## src/rtl/pll_seq_pkg.sv

```systemverilog
package pll_seq_pkg;

  localparam int unsigned BUS_DW = 32;
  localparam int unsigned BUS_AW = 3;

  localparam logic [BUS_AW-1:0] A_STAT = 3'd1;
  localparam logic [BUS_AW-1:0] A_GO   = 3'd2;
  localparam logic [BUS_AW-1:0] A_DIV  = 3'd3;
  localparam logic [BUS_AW-1:0] A_CTL  = 3'd4;
  localparam logic [BUS_AW-1:0] A_POST = 3'd5;

  localparam int unsigned B_REFON  = 13;
  localparam int unsigned B_PHYIN  = 14;
  localparam int unsigned B_BYPASS = 20;

  localparam int unsigned EN_POS  [4] = '{16, 18, 23, 25};
  localparam int unsigned ACK_POS [4] = '{7, 8, 10, 11};

  typedef enum logic [3:0] {
    S_IDLE, S_WR_DIV, S_WR_POST, S_WR_CTL1, S_WR_GO, S_RD_GO, S_RD_LOCK,
    S_WAIT, S_RD_STAT, S_RD_GOCHK, S_WR_CTL2, S_RD_ACK, S_FIN
  } seq_state_t;

  typedef enum logic [1:0] {E_NONE, E_GO, E_LOCK, E_ACK} seq_err_t;

  function automatic logic [3:0] freq_code(input logic [31:0] hz);
    if (hz < 32'd1000000)      return 4'd3;
    else if (hz < 32'd1250000) return 4'd4;
    else if (hz < 32'd1500000) return 4'd5;
    else if (hz < 32'd1750000) return 4'd6;
    else                       return 4'd7;
  endfunction

  function automatic logic stat_locked(input logic [6:0] s);
    return (s & 7'h6F) == 7'h03;
  endfunction

endpackage

```

## src/rtl/pll_seq_fmt.sv

```systemverilog
module pll_seq_fmt
  import pll_seq_pkg::*;
#(
  parameter int unsigned NW = 8,
  parameter int unsigned MW = 12,
  parameter int unsigned DW = 5
) (
  input  logic [NW-1:0]   n_val,
  input  logic [MW-1:0]   m_val,
  input  logic [4*DW-1:0] div_val,
  input  logic [31:0]     fint_hz,
  output logic [31:0]     w_div,
  output logic [31:0]     w_post,
  output logic [31:0]     w_ctl1,
  output logic [31:0]     w_ctl2,
  output logic [31:0]     ack_mask
);

  logic [DW-1:0] dm [4];
  logic [3:0]    used;
  logic [3:0]    fc;

  for (genvar i = 0; i < 4; i++) begin : g_div
    assign used[i] = div_val[i*DW +: DW] != '0;
    assign dm[i]   = used[i] ? div_val[i*DW +: DW] - 1'b1 : '0;
  end

  assign fc = freq_code(fint_hz);

  assign w_div  = 32'(n_val - 1'b1)
                | (32'(m_val) << NW)
                | (32'(dm[0]) << (NW + MW))
                | (32'(dm[1]) << (NW + MW + DW));
  assign w_post = 32'(dm[2]) | (32'(dm[3]) << DW);
  assign w_ctl1 = (32'd1 << B_REFON) | (32'd1 << B_BYPASS) | (32'(fc) << 1);

  always_comb begin
    w_ctl2   = (32'd1 << B_REFON) | (32'd1 << B_PHYIN) | (32'(fc) << 1);
    ack_mask = '0;
    for (int i = 0; i < 4; i++) begin
      w_ctl2[EN_POS[i]]    = used[i];
      ack_mask[ACK_POS[i]] = used[i];
    end
  end

endmodule

```

## src/rtl/pll_seq_timer.sv

```systemverilog
module pll_seq_timer #(
  parameter int unsigned W = 8
) (
  input  logic         clk,
  input  logic         rst_n,
  input  logic         clr,
  input  logic         inc,
  output logic [W-1:0] q
);

  always_ff @(posedge clk or negedge rst_n) begin
    if (!rst_n)                  q <= '0;
    else if (clr)                q <= '0;
    else if (inc && (q != '1))   q <= q + 1'b1;
  end

endmodule

```

## src/rtl/pll_seq_fsm.sv

```systemverilog
module pll_seq_fsm
  import pll_seq_pkg::*;
#(
  parameter int unsigned TIMEOUT_CYC = 4096,
  parameter int unsigned WAIT_CYC    = 1000,
  parameter int unsigned RETRIES     = 20,
  parameter int unsigned ACK_POLLS   = 100,
  parameter int unsigned CW          = 13,
  parameter int unsigned KW          = 7
) (
  input  logic              clk,
  input  logic              rst_n,
  input  logic              start,
  input  logic              retry,
  input  logic              bus_ack,
  input  logic [31:0]       bus_rdata,
  input  logic [31:0]       w_div,
  input  logic [31:0]       w_post,
  input  logic [31:0]       w_ctl1,
  input  logic [31:0]       w_ctl2,
  input  logic [31:0]       ack_mask,
  input  logic [CW-1:0]     cyc,
  input  logic [KW-1:0]     cnt,
  output logic              bus_req,
  output logic              bus_we,
  output logic [BUS_AW-1:0] bus_addr,
  output logic [31:0]       bus_wdata,
  output logic              busy,
  output logic              done,
  output logic [1:0]        err,
  output logic              accept,
  output logic              cyc_clr,
  output logic              cnt_clr,
  output logic              cnt_inc
);

  localparam logic [CW-1:0] TMO_LAST   = CW'(TIMEOUT_CYC - 1);
  localparam logic [CW-1:0] WAIT_LAST  = CW'(WAIT_CYC - 1);
  localparam logic [KW-1:0] RETRY_LAST = KW'(RETRIES - 1);
  localparam logic [KW-1:0] POLL_LAST  = KW'(ACK_POLLS - 1);

  seq_state_t state_q, state_d;
  seq_err_t   err_q, err_d;
  logic       err_ld, stat_ld;
  logic [6:0] stat_q;

  always_comb begin
    state_d = state_q;
    err_d   = E_NONE;
    err_ld  = 1'b0;
    stat_ld = 1'b0;
    cnt_clr = 1'b0;
    cnt_inc = 1'b0;
    unique case (state_q)
      S_IDLE: if (start) begin
        state_d = S_WR_DIV;
        err_ld  = 1'b1;
        cnt_clr = 1'b1;
      end
      S_WR_DIV:  if (bus_ack) state_d = S_WR_POST;
      S_WR_POST: if (bus_ack) state_d = S_WR_CTL1;
      S_WR_CTL1: if (bus_ack) state_d = S_WR_GO;
      S_WR_GO:   if (bus_ack) state_d = retry ? S_WAIT : S_RD_GO;
      S_RD_GO: if (bus_ack) begin
        if (!bus_rdata[0]) state_d = S_RD_LOCK;
        else if (cyc >= TMO_LAST) begin
          state_d = S_FIN; err_ld = 1'b1; err_d = E_GO;
        end
      end
      S_RD_LOCK: if (bus_ack) begin
        if (bus_rdata[1]) state_d = S_WR_CTL2;
        else if (cyc >= TMO_LAST) begin
          state_d = S_FIN; err_ld = 1'b1; err_d = E_LOCK;
        end
      end
      S_WAIT: if (cyc == WAIT_LAST) state_d = S_RD_STAT;
      S_RD_STAT: if (bus_ack) begin
        stat_ld = 1'b1;
        state_d = S_RD_GOCHK;
      end
      S_RD_GOCHK: if (bus_ack) begin
        if (stat_locked(stat_q) && !bus_rdata[0]) state_d = S_WR_CTL2;
        else if (cnt == RETRY_LAST) begin
          state_d = S_FIN; err_ld = 1'b1; err_d = E_LOCK;
        end else begin
          cnt_inc = 1'b1;
          state_d = S_WR_GO;
        end
      end
      S_WR_CTL2: if (bus_ack) begin
        cnt_clr = 1'b1;
        state_d = S_RD_ACK;
      end
      S_RD_ACK: if (bus_ack) begin
        if ((bus_rdata & ack_mask) == ack_mask) state_d = S_FIN;
        else if (cnt == POLL_LAST) begin
          state_d = S_FIN; err_ld = 1'b1; err_d = E_ACK;
        end else cnt_inc = 1'b1;
      end
      S_FIN:   state_d = S_IDLE;
      default: state_d = S_IDLE;
    endcase
  end

  assign cyc_clr = state_d != state_q;
  assign accept  = (state_q == S_IDLE) && start;

  always_ff @(posedge clk or negedge rst_n) begin
    if (!rst_n) begin
      state_q <= S_IDLE;
      err_q   <= E_NONE;
      stat_q  <= '0;
    end else begin
      state_q <= state_d;
      if (err_ld)  err_q  <= err_d;
      if (stat_ld) stat_q <= bus_rdata[6:0];
    end
  end

  always_comb begin
    bus_req   = 1'b1;
    bus_we    = 1'b0;
    bus_addr  = A_STAT;
    bus_wdata = '0;
    unique case (state_q)
      S_WR_DIV:   begin bus_we = 1'b1; bus_addr = A_DIV;  bus_wdata = w_div;  end
      S_WR_POST:  begin bus_we = 1'b1; bus_addr = A_POST; bus_wdata = w_post; end
      S_WR_CTL1:  begin bus_we = 1'b1; bus_addr = A_CTL;  bus_wdata = w_ctl1; end
      S_WR_GO:    begin bus_we = 1'b1; bus_addr = A_GO;   bus_wdata = 32'd1;  end
      S_WR_CTL2:  begin bus_we = 1'b1; bus_addr = A_CTL;  bus_wdata = w_ctl2; end
      S_RD_GO, S_RD_GOCHK: bus_addr = A_GO;
      S_RD_LOCK, S_RD_STAT, S_RD_ACK: bus_addr = A_STAT;
      default:    bus_req = 1'b0;
    endcase
  end

  assign busy = (state_q != S_IDLE) && (state_q != S_FIN);
  assign done = state_q == S_FIN;
  assign err  = err_q;

endmodule

```

## src/rtl/pll_seq.sv

```systemverilog
module pll_seq
  import pll_seq_pkg::*;
#(
  parameter int unsigned NW          = 8,
  parameter int unsigned MW          = 12,
  parameter int unsigned DW          = 5,
  parameter int unsigned TIMEOUT_CYC = 4096,
  parameter int unsigned WAIT_CYC    = 1000,
  parameter int unsigned RETRIES     = 20,
  parameter int unsigned ACK_POLLS   = 100
) (
  input  logic              clk,
  input  logic              rst_n,
  input  logic              start,
  input  logic              retry_mode,
  input  logic [NW-1:0]     cfg_n,
  input  logic [MW-1:0]     cfg_m,
  input  logic [4*DW-1:0]   cfg_div,
  input  logic [31:0]       cfg_fint,
  output logic              bus_req,
  output logic              bus_we,
  output logic [BUS_AW-1:0] bus_addr,
  output logic [31:0]       bus_wdata,
  input  logic [31:0]       bus_rdata,
  input  logic              bus_ack,
  output logic              busy,
  output logic              done,
  output logic [1:0]        err
);

  localparam int unsigned CYC_MAX = (TIMEOUT_CYC > WAIT_CYC) ? TIMEOUT_CYC : WAIT_CYC;
  localparam int unsigned CNT_MAX = (RETRIES > ACK_POLLS) ? RETRIES : ACK_POLLS;
  localparam int unsigned CW      = $clog2(CYC_MAX + 1);
  localparam int unsigned KW      = $clog2(CNT_MAX + 1);

  logic [1:0]      rs_q;
  logic            rst_q;
  logic [NW-1:0]   n_q;
  logic [MW-1:0]   m_q;
  logic [4*DW-1:0] div_q;
  logic [31:0]     fint_q;
  logic            retry_q;
  logic            accept, cyc_clr, cnt_clr, cnt_inc;
  logic [CW-1:0]   cyc;
  logic [KW-1:0]   cnt;
  logic [31:0]     w_div, w_post, w_ctl1, w_ctl2, ack_mask;

  always_ff @(posedge clk or negedge rst_n) begin
    if (!rst_n) rs_q <= 2'b00;
    else        rs_q <= {rs_q[0], 1'b1};
  end
  assign rst_q = rs_q[1];

  always_ff @(posedge clk or negedge rst_q) begin
    if (!rst_q) begin
      n_q     <= '0;
      m_q     <= '0;
      div_q   <= '0;
      fint_q  <= '0;
      retry_q <= 1'b0;
    end else if (accept) begin
      n_q     <= cfg_n;
      m_q     <= cfg_m;
      div_q   <= cfg_div;
      fint_q  <= cfg_fint;
      retry_q <= retry_mode;
    end
  end

  pll_seq_fmt #(.NW(NW), .MW(MW), .DW(DW)) u_fmt (
    .n_val(n_q), .m_val(m_q), .div_val(div_q), .fint_hz(fint_q),
    .w_div(w_div), .w_post(w_post), .w_ctl1(w_ctl1), .w_ctl2(w_ctl2),
    .ack_mask(ack_mask)
  );

  pll_seq_timer #(.W(CW)) u_cyc (
    .clk(clk), .rst_n(rst_q), .clr(cyc_clr), .inc(1'b1), .q(cyc)
  );

  pll_seq_timer #(.W(KW)) u_cnt (
    .clk(clk), .rst_n(rst_q), .clr(cnt_clr), .inc(cnt_inc), .q(cnt)
  );

  pll_seq_fsm #(
    .TIMEOUT_CYC(TIMEOUT_CYC), .WAIT_CYC(WAIT_CYC), .RETRIES(RETRIES),
    .ACK_POLLS(ACK_POLLS), .CW(CW), .KW(KW)
  ) u_fsm (
    .clk(clk), .rst_n(rst_q), .start(start), .retry(retry_q),
    .bus_ack(bus_ack), .bus_rdata(bus_rdata),
    .w_div(w_div), .w_post(w_post), .w_ctl1(w_ctl1), .w_ctl2(w_ctl2),
    .ack_mask(ack_mask), .cyc(cyc), .cnt(cnt),
    .bus_req(bus_req), .bus_we(bus_we), .bus_addr(bus_addr),
    .bus_wdata(bus_wdata), .busy(busy), .done(done), .err(err),
    .accept(accept), .cyc_clr(cyc_clr), .cnt_clr(cnt_clr), .cnt_inc(cnt_inc)
  );

endmodule

```

## config.mk

```make
export PLATFORM = sky130hd
export DESIGN_NAME = pll_seq
export DESIGN_NICKNAME = d
export VERILOG_FILES = /design/src/rtl/pll_seq_pkg.sv /design/src/rtl/pll_seq_fmt.sv /design/src/rtl/pll_seq_timer.sv /design/src/rtl/pll_seq_fsm.sv /design/src/rtl/pll_seq.sv
export SDC_FILE = /design/constraint.sdc
export NUM_CORES = 1
export LEC_CHECK = 0
export BUFFER_PORTS_ARGS = -buffer_cell sky130_fd_sc_hd__buf_4
export CORE_MARGIN = 4
export CORE_UTILIZATION = 40
export CTS_CLUSTER_SIZE = 14
export DETAILED_ROUTE_END_ITERATION = 10
export HOLD_SLACK_MARGIN = 0.12
export PLACE_DENSITY = 0.7
export SLEW_MARGIN = 20
export SYNTH_ARGS = -nofsm -noshare
export SYNTH_HDL_FRONTEND = slang
export SYNTH_SLANG_ARGS = --single-unit
```

## constraint.sdc

```tcl
create_clock -name clk -period 4 [get_ports clk]
set_input_delay 0.8 -clock clk [delete_from_list [all_inputs] [get_ports clk]]
set_output_delay 0.8 -clock clk [all_outputs]
set_load 0.01 [all_outputs]
```

==> results.py, run 1 <==
metrics = {
    "run_status": {
        "status": "complete, no violations",
    },
    "clocking": {
        "cts_buffers": 9,
        "post_cts_buffers": 0,
        "hold_buffers": 0,
        "worstSkewPairLatency_ps": 340,
        "path_clk_slew_ps": 70,
        "clock-root-buffer": "clkbuf_16",
        "cts_tree": "built",
        "htreeDepth": 3,
        "cts_max_path_buffers": 2,
        "post_cts_resized": 0,
        "clock_sinks": 103,
    },
    "routing": {
        "drt-met1-wl_um": 5850,
        "routedWlPerCell_um": 16.6,
        "drt_drc_violations_left": 0,
        "route.met3.wl_um": 908,
        "drt_wl_total_um": 14400,
        "vias_per_cell": 5.52,
        "drt_pass1_iterations": 6,
        "wl_met2_um": 7320,
        "top_layer_used": "met4",
        "drt-initial-drc-count": 191,
        "drtAntennaViolNets": 0,
        "vias": 4760,
    },
    "sta": {
        "fin_skew_ps": 7.19,
        "rsz0062_at_grt": "false",
        "finalMaxSlewViolations": 0,
        "relSlewSlack": 0.317,
        "finalCritPeriodShare": 0.774,
        "max_freq_mhz": 323,
        "report.final.hold_viol_count": 0,
        "finalSetupViolCount": 0,
        "fin_crit_ps": 3100,
        "hold_slack_ps": 226,
        "worstMarginPinSlew_ps": 1020,
        "tns_ps": 0,
    },
    "worst_setup_path": {
        "critical_path_arrival_ps": 2300,
        "critPathKind": "reg2out",
        "critPathMaxFanout": 5,
        "cp-end-kind": "primary output",
        "start_kind": "register",
        "required_ps": 3200,
    },
    "logic_synthesis": {
        "netlist_top_cells_count": "dfrtp_1 (103), nor2_1 (53), mux2_2 (41)",
        "synth_edf_count": 0,
        "syn_avg_cell_area_um2": 10.3,
        "syn_inst": 557,
        "yosysMostFrequentCell": "dfrtp_1",
        "syn_nets": 677,
        "yosysSeqAreaShare": 0.447,
        "yosys-top-cells-area": "dfrtp_1 (45%), mux2_2 (8.0%), mux2_1 (6.6%), nor2_1 (3.5%), xnor2_1 (2.6%)",
        "synth_top_area_share": 0.447,
        "synthArstFlopShare": 1.00,
        "ys_seq_elements": 103,
        "netlist.top_cell.by_area": "dfrtp_1",
        "yosys.cell_types.count": 61,
        "syn-cell-area_mm2": 0.00576,
        "synth_ff_type": "dfrtp_1",
        "yosysWarnings": 0,
    },
    "final_layout": {
        "diodes": 0,
        "nNetsFinal": 798,
        "drive_gt1_frac": 0.319,
        "synthToLayoutAreaGrowth_pct": 25.1,
    },
    "global_route": {
        "overflow": 0,
        "grt_max_degree": 80,
        "antenna_found_initial": 0,
        "grt_pass1_vias": 4961,
        "track_usage": 0.177,
        "grt_pass1_wl_um": 23700,
    },
    "floorplanning": {
        "die_h_um": 128,
        "io-pin-count": 150,
        "die_area_mm2": 0.0164,
        "coreArea_mm2": 0.0140,
        "rows": 43,
        "initial_core_util": 0.412,
        "die_x_um": 128,
    },
    "place": {
        "gp_congestion": 0.919,
        "hpwl_um": 10700,
        "portBuffers": 123,
    },
    "hold_path": {
        "hp-class": "in2async",
    },
    "power_and_ir_drop": {
        "leakage_nw": 3.17,
        "power_density_mw_per_mm2": 712,
        "irDropWorstVdd_mv": 0.330,
    },
    "flow_run": {
        "maxCapViolCount": 0,
    },
}
## stage by stage
stage               worst slack, ps  power, mW  cells  cell area, µm²  utilization
floorplan                       918       3.48    557            5760            -
global placement               1130       4.23    846            6910        0.494
detailed placement             1080       4.34    846            6910        0.494
CTS                             827       5.19    862            7190        0.514
global route                    740       5.52    863            7210        0.515
finish                          903       5.13    863            7210        0.515
## state kept, by name, indices dropped and copies added, names as in the netlist
signal,cells
m_q,12
u_fsm.err,2
u_fsm.state_q,4
rs_q,2
fint_q,28
u_cyc.q,13
retry_q,1
u_fsm.stat_q,6
u_cnt.q,7
n_q,8
div_q,20
## cells in the final DEF (no fill, tap or decap), drive strengths merged, types with 3 or more instances in the layout
cell	instances
nand3	22
nor2b	5
nor4	7
a31oi	3
clkinv	4
nand4	7
xor2	15
o221ai	5
buf	135
o22ai	16
nand3b	4
xnor2	17
a21o	3
or2	3
nor2	53
o21ai	21
mux2	75
nand4b	4
a21oi	25
dfrtp	103
nand2b	4
ha	11
nor3	27
nor3b	4
clkbuf	9
and3	3
or3	4
a41oi	3
inv	20
nor4b	8
or4	4
nand2	29
a211oi	8
mux2i	3
## power breakdown
group	internal, mW	switching [mW]
sequential	1.46	0.408
combinational	1.17	1.26
clock	0.430	0.396
total	3.07	2.06
## layer usage
metal,vias up,global-route usage
met5,-,0
met4,0,0.0537
met3,21,0.0488
met2,139,0.305
met1,2326,0.217
li1,2274,-
## worst paths after layout
check | slack [ps] | startpoint | cells past startpoint | end
min reg2reg | 290 | rs_q[1] | 0 | div_q[13]
max | 900 | div_q[10] | 8 | bus_wdata[1]
min | 230 | rst_n | 1 | rs_q[1]
max in group asynchronous | 3040 | rs_q[1] | 1 | fint_q[7]
max reg2reg | 1140 | div_q[10] | 10 | u_cyc.q[2]
min in group clk | 360 | rs_q[0] | 0 | rs_q[1]
## area by class of cell
cell class / count / area, µm²
Timing Repair Buffer: 135 / 1030
Inverter: 18 / 67.6
Multi-Input combinational cell: 411 / 3030
Sequential cell: 103 / 2580
Clock buffer: 9 / 225
Clock inverter: 7 / 55.1
Tap cell: 180 / 225
Fill cell: 1270 / 6780
## critical path: stages (launching register included)
cell	delay, ps
dfrtp_1	410
inv_1	90
ha_1	140
nor4b_2	400
nand3b_1	300
o22ai_1	170
nor3_1	200
a21oi_1	110
buf_4	160
## cell families (layout without fill, tap and decap cells)
| family | count (synthesis) | count (layout) | synth area share |
|---|---|---|---|
| simple gates | 192 | 192 | 0.186 |
| flops | 103 | 103 | 0.447 |
| compound gates | 97 | 97 | 0.111 |
| mux | 78 | 78 | 0.152 |
| buf+inv | 43 | 169 | 0.0304 |
| xor+xnor | 32 | 32 | 0.0487 |
| fa+ha+maj | 11 | 11 | 0.0239 |
| other cells | 1 | 1 | 0.000651 |
Note: power is estimated with default switching activity, not from simulation.
==> run 2, diff against run 1 <==
==> constraint.sdc (replaced) <==
create_clock -name clk -period 3.13 [get_ports clk]
set_input_delay 0.626 -clock clk [delete_from_list [all_inputs] [get_ports clk]]
set_output_delay 0.626 -clock clk [all_outputs]
set_load 0.01 [all_outputs]
==> results.py, run 2 (same netlist as run 1, synthesis figures left out) <==
metrics = {
    "run_status": {
        "status": "complete, no violations",
    },
    "flow_run": {
        "maxCapViolCount": 0,
    },
    "clocking": {
        "clock-root-buffer": "clkbuf_16",
        "clock_sinks": 103,
        "cts_tree": "built",
        "htreeDepth": 3,
        "cts_max_path_buffers": 2,
        "path_clk_slew_ps": 70,
        "cts_buffers": 9,
        "worstSkewPairLatency_ps": 350,
    },
    "sta": {
        "finalSetupViolCount": 0,
        "report.final.hold_viol_count": 0,
        "rsz0062_at_grt": "false",
        "fin_skew_ps": 8.47,
        "tns_ps": 0,
        "finalMaxSlewViolations": 0,
        "finalCritPeriodShare": 0.957,
        "fin_crit_ps": 3000,
        "max_freq_mhz": 334,
        "relSlewSlack": 0.611,
        "worstMarginPinSlew_ps": 583,
    },
    "worst_setup_path": {
        "critical_path_arrival_ps": 2370,
        "critPathMaxFanout": 17,
        "r2r-start": "div_q[5]",
        "r2r_end": "u_cyc.q[8]",
        "cp-end-kind": "primary output",
        "start_kind": "register",
        "reg2regPathDepth": 10,
        "required_ps": 2500,
        "rrSetupSlack_ps": 290,
        "critPathKind": "reg2out",
    },
    "final_layout": {
        "final_cell_mix": "buf_4 (151), dfrtp_1 (101), nor2_1 (52)",
        "top_register": "fint_q",
        "diodes": 0,
        "fillers": 1256,
        "multi_input_area_mm2": 0.00304,
        "synthToLayoutAreaGrowth_pct": 29.0,
        "drive_gt1_frac": 0.339,
        "final_common_cell": "buf_4",
        "stdcell_area_mm2": 0.00743,
        "top_regs": "fint_q (28), div_q (20), u_cyc.q (13)",
        "nNetsFinal": 817,
        "largest_register_ffs": 28,
        "regArea_mm2": 0.00258,
    },
    "global_route": {
        "overflow": 0,
        "grt_pass1_vias": 4921,
        "antenna_found_initial": 0,
        "grt_max_degree": 76,
        "track_usage": 0.181,
        "grt_pass1_wl_um": 24100,
    },
    "place": {
        "gp_congestion": 0.917,
        "portBuffers": 123,
        "placed_area_mm2": 0.00707,
        "hpwl_um": 11100,
    },
    "floorplanning": {
        "die_h_um": 128,
        "die_area_mm2": 0.0164,
        "coreArea_mm2": 0.0140,
        "initial_core_util": 0.412,
        "die_x_um": 128,
        "io-pin-count": 150,
        "rows": 43,
    },
    "routing": {
        "drt_wl_total_um": 14800,
        "vias": 4838,
        "drt_pass1_iterations": 5,
        "drt_drc_violations_left": 0,
        "drtAntennaViolNets": 0,
        "routedWlPerCell_um": 16.8,
        "drt-initial-drc-count": 275,
        "vias_per_cell": 5.49,
    },
    "hold_path": {
        "hp-class": "reg2async",
    },
    "power_and_ir_drop": {
        "power_density_mw_per_mm2": 933,
        "irDropWorstVdd_mv": 0.373,
        "leakage_nw": 3.30,
    },
}
[run 2: stage by stage]
step                      hold WS, ps  std cells  worst slack, ps  power, mW   util
final                             252        882              134       6.93  0.531
after CTS                         266        882             7.15       6.94  0.530
after global routing              289        882             23.6       7.41  0.531
after global placement            255        865              124       5.54  0.506
after detailed placement          256        865             38.6       5.68  0.506
after floorplan                   330        557             48.3       4.45      -
[run 2: final cells by class]
class                      instances  area share
timing repair buffer             154       0.159
tap                              180      0.0303
multi-input combinational        411       0.409
sequential                       103       0.348
inverter                          18     0.00909
clock inverter                     5      0.0116
clock buffer                      11      0.0327
[run 2: what timing repair did]
item	in CTS	in global routing
resized for setup	0	4
hold buffers	1	0
setup buffers	0	0
endpoints found under the setup margin	0	13
endpoints found under the hold margin	2	0
[run 2: how the worst max path moves through the flow]
stage | from | endpoint | cells after the start | slack, ps
3_3_place_gp | div_q[15] | u_cyc.q[8] | 10 | 120
5_1_grt | n_q[5] | bus_wdata[20] | 6 | 20
6_report | n_q[5] | bus_wdata[20] | 6 | 130
2_1_floorplan | rs_q[1] | div_q[0] | 0 | 50
4_1_cts | div_q[5] | u_cyc.q[8] | 10 | 7
3_5_place_dp | div_q[5] | u_cyc.q[8] | 10 | 40
[run 2: per-layer routing]
metal | up-vias | track usage | wire [µm]
li1 | 2312 | - | -
met1 | 2366 | 0.233 | 6310
met2 | 142 | 0.300 | 7370
met3 | 18 | 0.0525 | 921
met4 | 0 | 0.0449 | 196
met5 | - | 0 | 0
[run 2: power by group]
group | internal [mW] | switching (mW)
registers | 1.87 | 0.530
clock network | 0.732 | 0.507
logic | 1.61 | 1.68
[run 2: critical path: stages (launching register included)]
cell      delay (ps)
dfrtp_1          420
or4_1            590
nor3_4           300
buf_4            280
a211oi_1          80
nor3_1           180
buf_4            170
==> run 3, diff against run 2 <==
--- a/config.mk
+++ b/config.mk
@@ -6,7 +6,7 @@
 export NUM_CORES = 1
 export LEC_CHECK = 0
 export BUFFER_PORTS_ARGS = -buffer_cell sky130_fd_sc_hd__buf_4
-export CORE_MARGIN = 4
+export CORE_MARGIN = 5
 export CORE_UTILIZATION = 40
 export CTS_CLUSTER_SIZE = 14
 export DETAILED_ROUTE_END_ITERATION = 10
==> results.py, run 3 (same netlist as run 1, synthesis figures left out) <==
metrics = {
    "clocking": {
        "clock-root-buffer": "clkbuf_16",
        "worstSkewPairLatency_ps": 350,
        "htreeDepth": 3,
        "post_cts_buffers": 0,
        "cts_buffers": 9,
        "clock_sinks": 103,
        "cts_max_path_buffers": 2,
        "cts_tree": "built",
        "path_clk_slew_ps": 70,
    },
    "final_layout": {
        "largest_register_ffs": 28,
        "regArea_mm2": 0.00258,
        "diodes": 0,
        "nNetsFinal": 821,
        "stdcell_area_mm2": 0.00748,
        "top_register": "fint_q",
        "top_regs": "fint_q (28), div_q (20), u_cyc.q (13)",
        "synthToLayoutAreaGrowth_pct": 29.8,
        "final_common_cell": "buf_4",
        "final_cell_mix": "buf_4 (155), dfrtp_1 (101), nor2_1 (53)",
        "fillers": 1282,
        "drive_gt1_frac": 0.343,
        "multi_input_area_mm2": 0.00304,
    },
    "floorplanning": {
        "die_area_mm2": 0.0169,
        "die_h_um": 130,
        "io-pin-count": 150,
        "die_x_um": 130,
        "rows": 43,
        "initial_core_util": 0.412,
        "coreArea_mm2": 0.0140,
    },
    "place": {
        "gp_congestion": 0.889,
        "portBuffers": 123,
        "placed_area_mm2": 0.00710,
        "hpwl_um": 11300,
    },
    "sta": {
        "finalMaxSlewViolations": 0,
        "fin_crit_ps": 2940,
        "report.final.hold_viol_count": 0,
        "hold_slack_ps": 351,
        "worstMarginPinSlew_ps": 685,
        "relSlewSlack": 0.544,
        "finalCritPeriodShare": 0.940,
        "tns_ps": 0,
        "finalSetupViolCount": 0,
        "fin_skew_ps": 9.47,
        "max_freq_mhz": 340,
        "rsz0062_at_grt": "false",
    },
    "hold_path": {
        "hp-class": "reg2reg",
    },
    "power_and_ir_drop": {
        "power.total_mw": 6.97,
        "power_density_mw_per_mm2": 933,
        "irDropWorstVdd_mv": 0.392,
        "leakage_nw": 3.33,
    },
    "routing": {
        "drt_drc_violations_left": 0,
        "drt_wl_total_um": 14700,
        "vias": 4878,
        "drt-initial-drc-count": 236,
        "drt_pass1_iterations": 4,
        "routedWlPerCell_um": 16.6,
        "drtAntennaViolNets": 0,
        "vias_per_cell": 5.51,
    },
    "worst_setup_path": {
        "critical_path_arrival_ps": 2320,
        "critPathKind": "reg2out",
        "cp-end-kind": "primary output",
        "required_ps": 2500,
        "critPathMaxFanout": 17,
        "start_kind": "register",
    },
    "global_route": {
        "grt_pass1_vias": 5039,
        "grt_max_degree": 54,
        "antenna_found_initial": 0,
        "overflow": 0,
        "track_usage": 0.174,
        "grt_pass1_wl_um": 23800,
    },
    "flow_run": {
        "maxCapViolCount": 0,
    },
    "run_status": {
        "status": "complete, no violations",
    },
}
run 3: cell types whose count changed in the layout (fill, tap and decap cells not counted), sizes merged:
cell / before / now
buf: 153 / 157
bufinv: 2 / 3
clkinv: 1 / 2
inv: 20 / 18
run 3: power breakdown:
group	switching [mW]	internal [mW]
sequential	0.553	1.87
combinational	1.62	1.63
clock	0.498	0.806
run 3: repair_timing:
action	CTS	global route
hold buffers	1	0
setup endpoints to repair	2	7
resized for setup	2	2
gates cloned	0	0
endpoints found under the hold margin	2	0
run 3: layout make-up:
| class | instances | area share |
|---|---|---|
| multi-input cells | 411 | 0.407 |
| inverters | 18 | 0.00904 |
| flip-flops and latches | 103 | 0.345 |
| clock buffers | 11 | 0.0325 |
| well taps | 180 | 0.0301 |
| repair buffers | 158 | 0.162 |
| clock inverters | 5 | 0.0139 |
run 3: critical path, cell delays in order, from the launching register on:
cell	delay, ps
dfrtp_1	410
or4_1	610
nor3_4	270
buf_4	270
a211oi_1	100
nor3_1	170
buf_4	150
run 3: path summary, 6_finish.rpt:
check,start,to,slack [ps],cells after the start
max reg2reg,div_q[6],u_cyc.q[12],340,10
max in group asynchronous,rs_q[1],u_fsm.state_q[1],2050,1
min,rs_q[0],rs_q[1],350,0
min reg2reg,rs_q[0],rs_q[1],350,0
max,n_q[6],bus_wdata[20],190,6
min in group asynchronous,rs_q[1],div_q[12],380,0
run 3: metrics by stage:
stage               worst slack (ps)   util  instances
floorplan                       48.3      -        557
global placement                 171  0.508        869
detailed placement              97.9  0.508        869
CTS                             74.9  0.534        886
global route                    15.4  0.535        886
finish                           188  0.535        886
run 3: layer usage:
layer,share of wire,track usage,vias to the layer above
met5,0,0,-
met4,0.015,0.0483,0
met3,0.074,0.0536,18
met2,0.51,0.306,136
met1,0.40,0.207,2405
li1,-,-,2319
